--- src/rtl/tz_pkg.sv ---
package tz_pkg;
  localparam int NUM_ZONES = 4;
  localparam int NUM_EDGES = NUM_ZONES + 1;
  localparam int LVL_W     = $clog2(NUM_EDGES + 1);
  localparam int HOT_LVL   = NUM_EDGES;
  localparam int CFG_BYTE  = 8;
  localparam int CFG_W     = NUM_ZONES * CFG_BYTE;
  localparam int VCODE_W   = 3;
  localparam int ICODE_W   = 4;
  localparam int VMV_W     = 13;
  localparam int IMA_W     = 11;

  // per edge: nominal, threshold to cross upward, threshold to stay above
  localparam int NOM_TH  [NUM_EDGES] = '{0, 10, 45, 50, 60};
  localparam int UP_TH   [NUM_EDGES] = '{10, 11, 45, 50, 60};
  localparam int KEEP_TH [NUM_EDGES] = '{0, 10, 44, 49, 50};

  typedef struct packed {
    logic [VCODE_W-1:0] vcode;
    logic [ICODE_W-1:0] icode;
  } zone_prog_t;
endpackage

--- src/rtl/tz_classifier.sv ---
module tz_classifier
  import tz_pkg::*;
#(
  parameter int TEMP_W = 8
) (
  input  logic                     clk_i,
  input  logic                     rst_ni,
  input  logic                     sample_i,
  input  logic signed [TEMP_W-1:0] temp_i,
  input  logic                     open_i,
  output logic [LVL_W-1:0]         level_o,
  output logic                     known_o,
  output logic                     open_o
);
  logic [LVL_W-1:0]     level_q;
  logic                 known_q, open_q;
  logic [NUM_EDGES-1:0] above;

  for (genvar b = 0; b < NUM_EDGES; b++) begin : g_edge
    localparam int NOM  = NOM_TH[b];
    localparam int UP   = UP_TH[b];
    localparam int KEEP = KEEP_TH[b];
    logic sit_above;
    assign sit_above = int'(level_q) > b;
    always_comb begin
      if (!known_q)       above[b] = int'(temp_i) >= NOM;
      else if (sit_above) above[b] = int'(temp_i) >= KEEP;
      else                above[b] = int'(temp_i) >= UP;
    end
  end

  always_ff @(posedge clk_i or negedge rst_ni) begin
    if (!rst_ni) begin
      level_q <= '0;
      known_q <= 1'b0;
      open_q  <= 1'b0;
    end else if (sample_i) begin
      level_q <= LVL_W'($countones(above));
      known_q <= 1'b1;
      open_q  <= open_i;
    end
  end

  assign level_o = level_q;
  assign known_o = known_q;
  assign open_o  = open_q;
endmodule

--- src/rtl/tz_cfg_sel.sv ---
module tz_cfg_sel
  import tz_pkg::*;
(
  input  logic [LVL_W-1:0] level_i,
  input  logic [CFG_W-1:0] cfg_i,
  output zone_prog_t       prog_o,
  output logic             charge_zone_o
);
  always_comb begin
    prog_o        = '0;
    charge_zone_o = 1'b0;
    for (int z = 0; z < NUM_ZONES; z++) begin
      if (int'(level_i) == z + 1) begin
        prog_o        = zone_prog_t'(cfg_i[z*CFG_BYTE +: VCODE_W+ICODE_W]);
        charge_zone_o = 1'b1;
      end
    end
  end
endmodule

--- src/rtl/tz_code_dec.sv ---
module tz_code_dec
  import tz_pkg::*;
(
  input  zone_prog_t       prog_i,
  output logic             vvalid_o,
  output logic [VMV_W-1:0] vterm_mv_o,
  output logic [IMA_W-1:0] imax_ma_o
);
  always_comb begin
    vvalid_o = 1'b1;
    unique case (prog_i.vcode)
      3'd0: vterm_mv_o = VMV_W'(3940);
      3'd1: vterm_mv_o = VMV_W'(4000);
      3'd2: vterm_mv_o = VMV_W'(4050);
      3'd3: vterm_mv_o = VMV_W'(4100);
      3'd4: vterm_mv_o = VMV_W'(4120);
      3'd5: vterm_mv_o = VMV_W'(4150);
      3'd6: vterm_mv_o = VMV_W'(4180);
      default: begin
        vterm_mv_o = '0;
        vvalid_o   = 1'b0;
      end
    endcase
  end

  always_comb begin
    if (prog_i.icode == '0) imax_ma_o = IMA_W'(50);
    else                    imax_ma_o = IMA_W'(prog_i.icode) * IMA_W'(100);
  end
endmodule

--- src/rtl/temp_zone_sel.sv ---
module temp_zone_sel
  import tz_pkg::*;
#(
  parameter int TEMP_W = 8
) (
  input  logic                     clk_i,
  input  logic                     rst_ni,
  input  logic                     sample_i,
  input  logic signed [TEMP_W-1:0] temp_i,
  input  logic                     therm_open_i,
  input  logic [31:0]              zone_cfg_i,
  output logic [2:0]               zone_o,
  output logic                     zone_known_o,
  output logic                     charge_inhibit_o,
  output logic                     temp_cold_o,
  output logic                     temp_hot_o,
  output logic [12:0]              vterm_mv_o,
  output logic [10:0]              imax_ma_o
);
  logic [LVL_W-1:0] level;
  logic             known, open_q, charge_zone, vvalid;
  zone_prog_t       prog;
  logic [VMV_W-1:0] vterm_raw;
  logic [IMA_W-1:0] imax_raw;

  tz_classifier #(.TEMP_W(TEMP_W)) u_cls (
    .clk_i    (clk_i),
    .rst_ni   (rst_ni),
    .sample_i (sample_i),
    .temp_i   (temp_i),
    .open_i   (therm_open_i),
    .level_o  (level),
    .known_o  (known),
    .open_o   (open_q)
  );

  tz_cfg_sel u_sel (
    .level_i       (level),
    .cfg_i         (zone_cfg_i),
    .prog_o        (prog),
    .charge_zone_o (charge_zone)
  );

  tz_code_dec u_dec (
    .prog_i     (prog),
    .vvalid_o   (vvalid),
    .vterm_mv_o (vterm_raw),
    .imax_ma_o  (imax_raw)
  );

  logic inhibit;
  assign inhibit = !known || !charge_zone || open_q || !vvalid;

  assign zone_o           = 3'(level);
  assign zone_known_o     = known;
  assign charge_inhibit_o = inhibit;
  assign temp_cold_o      = known && (level == '0);
  assign temp_hot_o       = int'(level) == HOT_LVL;
  assign vterm_mv_o       = inhibit ? '0 : vterm_raw;
  assign imax_ma_o        = inhibit ? '0 : imax_raw;
endmodule

--- config.mk ---
export PLATFORM = sky130hd
export DESIGN_NAME = temp_zone_sel
export DESIGN_NICKNAME = d
export VERILOG_FILES = /design/src/rtl/tz_pkg.sv /design/src/rtl/tz_classifier.sv /design/src/rtl/tz_cfg_sel.sv /design/src/rtl/tz_code_dec.sv /design/src/rtl/temp_zone_sel.sv
export SDC_FILE = /design/constraint.sdc
export NUM_CORES = 1
export LEC_CHECK = 0
export CAP_MARGIN = 0
export CELL_PAD_IN_SITES_DETAIL_PLACEMENT = 1
export CELL_PAD_IN_SITES_GLOBAL_PLACEMENT = 1
export CORE_AREA = 2 2 72 74
export CTS_CLUSTER_SIZE = 14
export DETAILED_ROUTE_END_ITERATION = 16
export DIE_AREA = 0 0 74 76
export MAX_ROUTING_LAYER = met4
export PLACE_DENSITY = 0.81
export SLEW_MARGIN = 20
export SYNTH_ARGS = -nofsm -noshare
export SYNTH_HDL_FRONTEND = slang
export SYNTH_SLANG_ARGS = --single-unit
--- constraint.sdc ---
create_clock -name clk_i -period 3.5 [get_ports clk_i]
set_clock_uncertainty 0.2 [all_clocks]
set_input_delay 0.7 -clock clk_i [delete_from_list [all_inputs] [get_ports clk_i]]
set_output_delay 0.7 -clock clk_i [all_outputs]
set_load 0.01 [all_outputs]
## After elaboration in Yosys (flattened, before gate mapping)

Cells that the tools add are included.

| word-level totals | value |
|---|---|
| register bits | 5 |
| input port bits | 44 |
| output and inout port bits | 31 |
| word-level logic and storage cells | 66 |

| operators by class | value |
|---|---|
| add/sub/neg operators | 4 |
| multipliers | 1 |
| $lt $le $gt $ge | 13 |
| equal/unequal tests | 11 |
| muxes and demuxes | 23 |
| reductions and logical operators | 11 |

Operator list:

| cell | count |
|---|---|
| $pmux W13 S7 | 1 |
| $ge A8 B7 Y1 const B | 5 |
| $mux W7 | 4 |
| $mux W11 | 2 |
| $eq A3 B3 Y1 const B | 7 |
| $ge A8 B5 Y1 const B | 2 |
| $mux W1 | 15 |
| $mux W13 | 1 |
| $eq A3 B2 Y1 const B | 3 |
| $mul A4 B5 Y9 const B | 1 |
| $ge A8 B1 Y1 const B | 1 |
| $reduce_or A7 Y1 | 1 |
| $gt A3 B1 Y1 const B | 2 |
| $gt A3 B2 Y1 const B | 2 |
| $logic_not A3 Y1 | 2 |
| $add A1 B1 Y2 | 2 |
| $logic_not A4 Y1 | 1 |
| $add A3 B1 Y3 | 1 |
| $add A3 B3 Y3 | 1 |
| $eq A3 B1 Y1 const B | 1 |
| $gt A3 B3 Y1 const B | 1 |
| $logic_not A1 Y1 | 3 |
| $logic_or A1 B1 Y1 | 3 |
| $logic_and A1 B1 Y1 | 1 |

## Longest topological paths before layout

| depth | value |
|---|---|
| depth in word-level cells | 11 |
| depth in mapped cells | 14 |
| mapped depth without buffers | 12 |

## Hierarchy

A second synthesis with hierarchy kept.

| second synthesis, totals | value |
|---|---|
| cells, all modules | 168 |
| area total of the unflattened synthesis | 1,432.6 µm² |

By module, submodules not included:

| module | times used | cells an instance | area an instance (µm²) | sequential area each (µm²) |
|---|---|---|---|---|
| tz_classifier | 1 | 41 | 431.7 | 125.1 |
| tz_code_dec | 1 | 63 | 429.2 | 0.0 |
| tz_cfg_sel | 1 | 34 | 346.6 | 0.0 |
| temp_zone_sel | 1 | 30 | 225.2 | 0.0 |

## Least setup slack after synthesis

Ideal clock, no wire load.

| path | value |
|---|---|
| kind | flip-flop to output port |
| start | register u_cls.level_q[0], in the netlist u_cls.level_o[0] |
| end | output port imax_ma_o[10] |
| data arrival time | 2.626 ns |
| data required time | 2.600 ns |
| path slack | -0.026 ns |
| cell stages (with the launch flop) | 15 |
| buffers on the path | 2 |
| path through | dfrtp_1 buf_6 buf_4 nor2b_1 a22oi_1 o22a_1 inv_1 ha_1 ha_1 inv_1 fa_1 inv_1 a21oi_1 xor2_1 nor3_1 |

| on the way | value |
|---|---|
| cells in the longest elaborated chain, start to end | 11 |
| elaborated cells between the ends (all ways) | 30 |
| those cells by class | 1 x mul; 10 x eq/ne; 11 x mux; 8 x reduce/logical |

Ends and longest elaborated chain:

| what | line | source |
|---|---|---|
| start, declared | tz_classifier.sv:15 | `logic [LVL_W-1:0] level_q;` |
| start signal, assigned | tz_classifier.sv:38 | `level_q <= LVL_W'($countones(above));` |
| branches (longest 10 deep; another with $mul A4 B5 Y9) | - |  |
| $mux W11 (*) | temp_zone_sel.sv:60 | `assign imax_ma_o = inhibit ? '0 : imax_raw;` |
| end, declared | temp_zone_sel.sv:18 | `output logic [10:0] imax_ma_o` |

Every way passes the cells marked *.

## Worst setup path after layout

| path | value |
|---|---|
| start | input port zone_cfg_i[9] |
| end | output port imax_ma_o[10] |

| on the way | value |
|---|---|
| cells in the longest elaborated chain, start to end | 6 |
| elaborated cells between the ends (all ways) | 7 |
| those cells by class | 1 x mul; 5 x mux; 1 x reduce/logical |

Ends and longest elaborated chain:

| what | line | source |
|---|---|---|
| start, declared | temp_zone_sel.sv:11 | `input logic [31:0] zone_cfg_i,` |
| $mux W7 (*) (3 in series) | tz_cfg_sel.sv:13 | `if (int'(level_i) == z + 1) begin` |
| $mul A4 B5 Y9 / $logic_not A4 Y1 (equally long branches) | tz_code_dec.sv:28, tz_code_dec.sv:27 |  |
| $mux W11 (*) | tz_code_dec.sv:27 | `if (prog_i.icode == '0) imax_ma_o = IMA_W'(50);` |
| $mux W11 (*) | temp_zone_sel.sv:60 |  |

Every way passes the cells marked *; elsewhere a longest branch is shown, timed or not.

==> results_dict.tcl <==
set metrics [dict create \
    die_h_um 76 \
    postRouteAntennaNets 0 \
    post-dp-hpwl_um 3540 \
    io_buffers 68 \
    rows 26 \
    avgRoutedWirePerCell_um 14.3 \
    drive_gt1_frac 0.408 \
    power_leakage_nw 1.07 \
    clock_latency_ns 0.22 \
    drt_pre_antenna_iters 2 \
    rsz0062_at_grt "true" \
    via_per_inst 4.63 \
    crit_required_ns 2.60 \
    crit_path_start_kind "input pin" \
    ys_types 46 \
    path_clk_slew_ns 0.03 \
    status "complete, but fails checks" \
    ys_ff_latch 5 \
    worstSetupPathType "in2out" \
    cts_sinks 5 \
    slew_viol_final 0 \
    rrSetupSlack_ns 0.17 \
    die_area_mm2 0.00562 \
    synth_ff_type "dfrtp_1" \
    synthArstFlopShare 1.00 \
    gr-usage-all-layers 0.167 \
    synth.avg_cell_area_um2 8.08 \
    synth_area_mm2 0.00123 \
    synth_enable_flop_cells 0 \
    powerDensity_mw_per_mm2 586 \
    n_antenna_cell 0 \
    crit_arrival_ns 2.66 \
    area_growth_syn_to_layout_pct 94.1 \
    worst_slack_ns -0.0566 \
    cts_made_buffers 3 \
    overflow 0 \
    final_nets 311 \
    cts_tree "built" \
    wl_um 4560 \
    place_congestion 0.821 \
    vias 1483 \
    grt_pass1_vias 1551 \
    antenna_found_initial 0 \
    core-area_mm2 0.00491 \
    grt_first_pass_wirelength_um 7360 \
    start_util 0.250 \
    min_period_ns 3.56 \
    finalSetupViolCount 1 \
    drc 0 \
    yosys_warnings 0 \
    dpl.cell_count 308 \
    crit_path_max_fanout 2 \
    ios 75 \
    h-tree-depth 1 \
    final_cells 320 \
    ir_worst_vdd_v 0.000283 \
    timing.final.crit_share 1.02 \
    cts_max_path_buffers 2 \
    root_buffer "clkbuf_8" \
    finalPower_mw 1.40 \
    netlist_instances 152 \
    hold_path_class "reg2reg" \
    seq_area_frac_synth 0.102 \
    mostFrequentLayoutCells "clkdlybuf4s50_1, buf_4, buf_2" \
    drtIter0Drc 25 \
    grt_max_degree 13 \
    end_kind "primary output" \
    fmax_mhz 281 \
    final_common_cell "clkdlybuf4s50_1" \
    cap_violations 0 \
    die_w_um 74 \
    hold_viol 0 \
    failed_checks "setup timing" \
]
-- layer usage --
metal | global-route usage | vias up | wire length (µm)
met3 | 0.0225 | 2 | 145
met1 | 0.190 | 701 | 1850
met4 | 0.0164 | 0 | 21
met2 | 0.313 | 36 | 2550
met5 | - | - | 0
li1 | - | 744 | -
-- registers in the layout, summed over array words and instances, names as in the netlist --
signal	cells
u_cls.open_o	1
u_cls.known_o	1
u_cls.level_o	3
-- cells by family after synthesis --
kind of cell / count (synthesis) / synth area share
AOI/OAI and AO/OA: 38 / 0.232
xor gates and xnor gates: 4 / 0.0285
adders and majority gates: 16 / 0.181
buffers and inverters: 23 / 0.115
DFF: 5 / 0.102
muxes: 12 / 0.102
other: 1 / 0.00305
and+or+nand+nor: 53 / 0.236
-- area by class of cell --
cell class	count	area, µm²
clock buffers	4	45.0
fillers	588	2530
well taps	70	87.6
flip-flops and latches	5	128
inverters	9	33.8
multi-input cells	125	1160
repair buffers	107	932
-- cell usage after synthesis (all sizes together) (2+ instances only) --
master	instances	share of area
a211o	2	0.014
o221a	2	0.018
nand3	2	0.0081
or3	2	0.010
inv	9	0.027
nor2	10	0.031
o21ai	3	0.012
a211oi	3	0.029
a21o	3	0.018
o22a	3	0.021
nand3b	2	0.012
nor2b	5	0.025
ha	13	0.13
or2	5	0.025
nand2b	4	0.020
fa	3	0.049
mux2i	8	0.065
a22oi	4	0.024
mux2	4	0.037
dfrtp	5	0.10
a21oi	9	0.037
xor2	2	0.014
nor3	9	0.037
xnor2	2	0.014
a311oi	2	0.014
nand4	2	0.010
buf	13	0.085
nand2	7	0.021
nand4bb	2	0.018
nor3b	2	0.012
-- worst max-delay path, stage by stage --
cell	delay, ns
clkdlybuf4s15_1	0.18
mux2i_1	0.15
o22a_1	0.20
inv_2	0.07
ha_4	0.28
ha_4	0.14
inv_2	0.04
fa_2	0.36
inv_2	0.07
a21oi_2	0.05
xor2_1	0.15
nor3_2	0.11
buf_2	0.16
-- report_power, final --
part           internal, mW  leakage, nW  switching (mW)  total (mW)
clock                0.0780       0.0228          0.0256       0.104
sequential           0.0695       0.0552          0.0129      0.0824
combinational         0.654        0.997           0.556        1.21
-- path summary, 6_finish.rpt --
path | start | endpoint | cells past startpoint
min in group asynchronous | rst_ni | u_cls.level_o[1] | 1
max | zone_cfg_i[9] | imax_ma_o[10] | 13
min reg2reg | u_cls.open_o | u_cls.open_o | 1
max reg2reg | u_cls.level_o[0] | u_cls.level_o[1] | 10
min | u_cls.open_o | u_cls.open_o | 1
max in group asynchronous | rst_ni | u_cls.level_o[0] | 1
-- per-stage QoR --
step / instance area (µm²) / setup WS, ns / TNS [ns] / hold WS [ns] / utilization
after floorplan: 1240 / 0.0569 / 0 / 0.204 / -
after global placement: 2140 / -0.740 / -4.51 / 0.294 / 0.436
after detailed placement: 2140 / -0.826 / -5.13 / 0.307 / 0.436
after CTS: 2270 / -0.0778 / -0.0778 / 0.315 / 0.462
after global routing: 2380 / -0.145 / -0.207 / 0.340 / 0.485
final: 2380 / -0.0566 / -0.0566 / 0.306 / 0.485
-- what timing repair did --
action	4_1_cts	5_1_grt
pin swaps	16	8
hold buffers	0	0
buffers inserted	5	3
resized for setup	86	31
setup endpoints to repair	18	19
hold endpoints to repair	0	0
No activity file was read; power rests on OpenSTA's default activity.
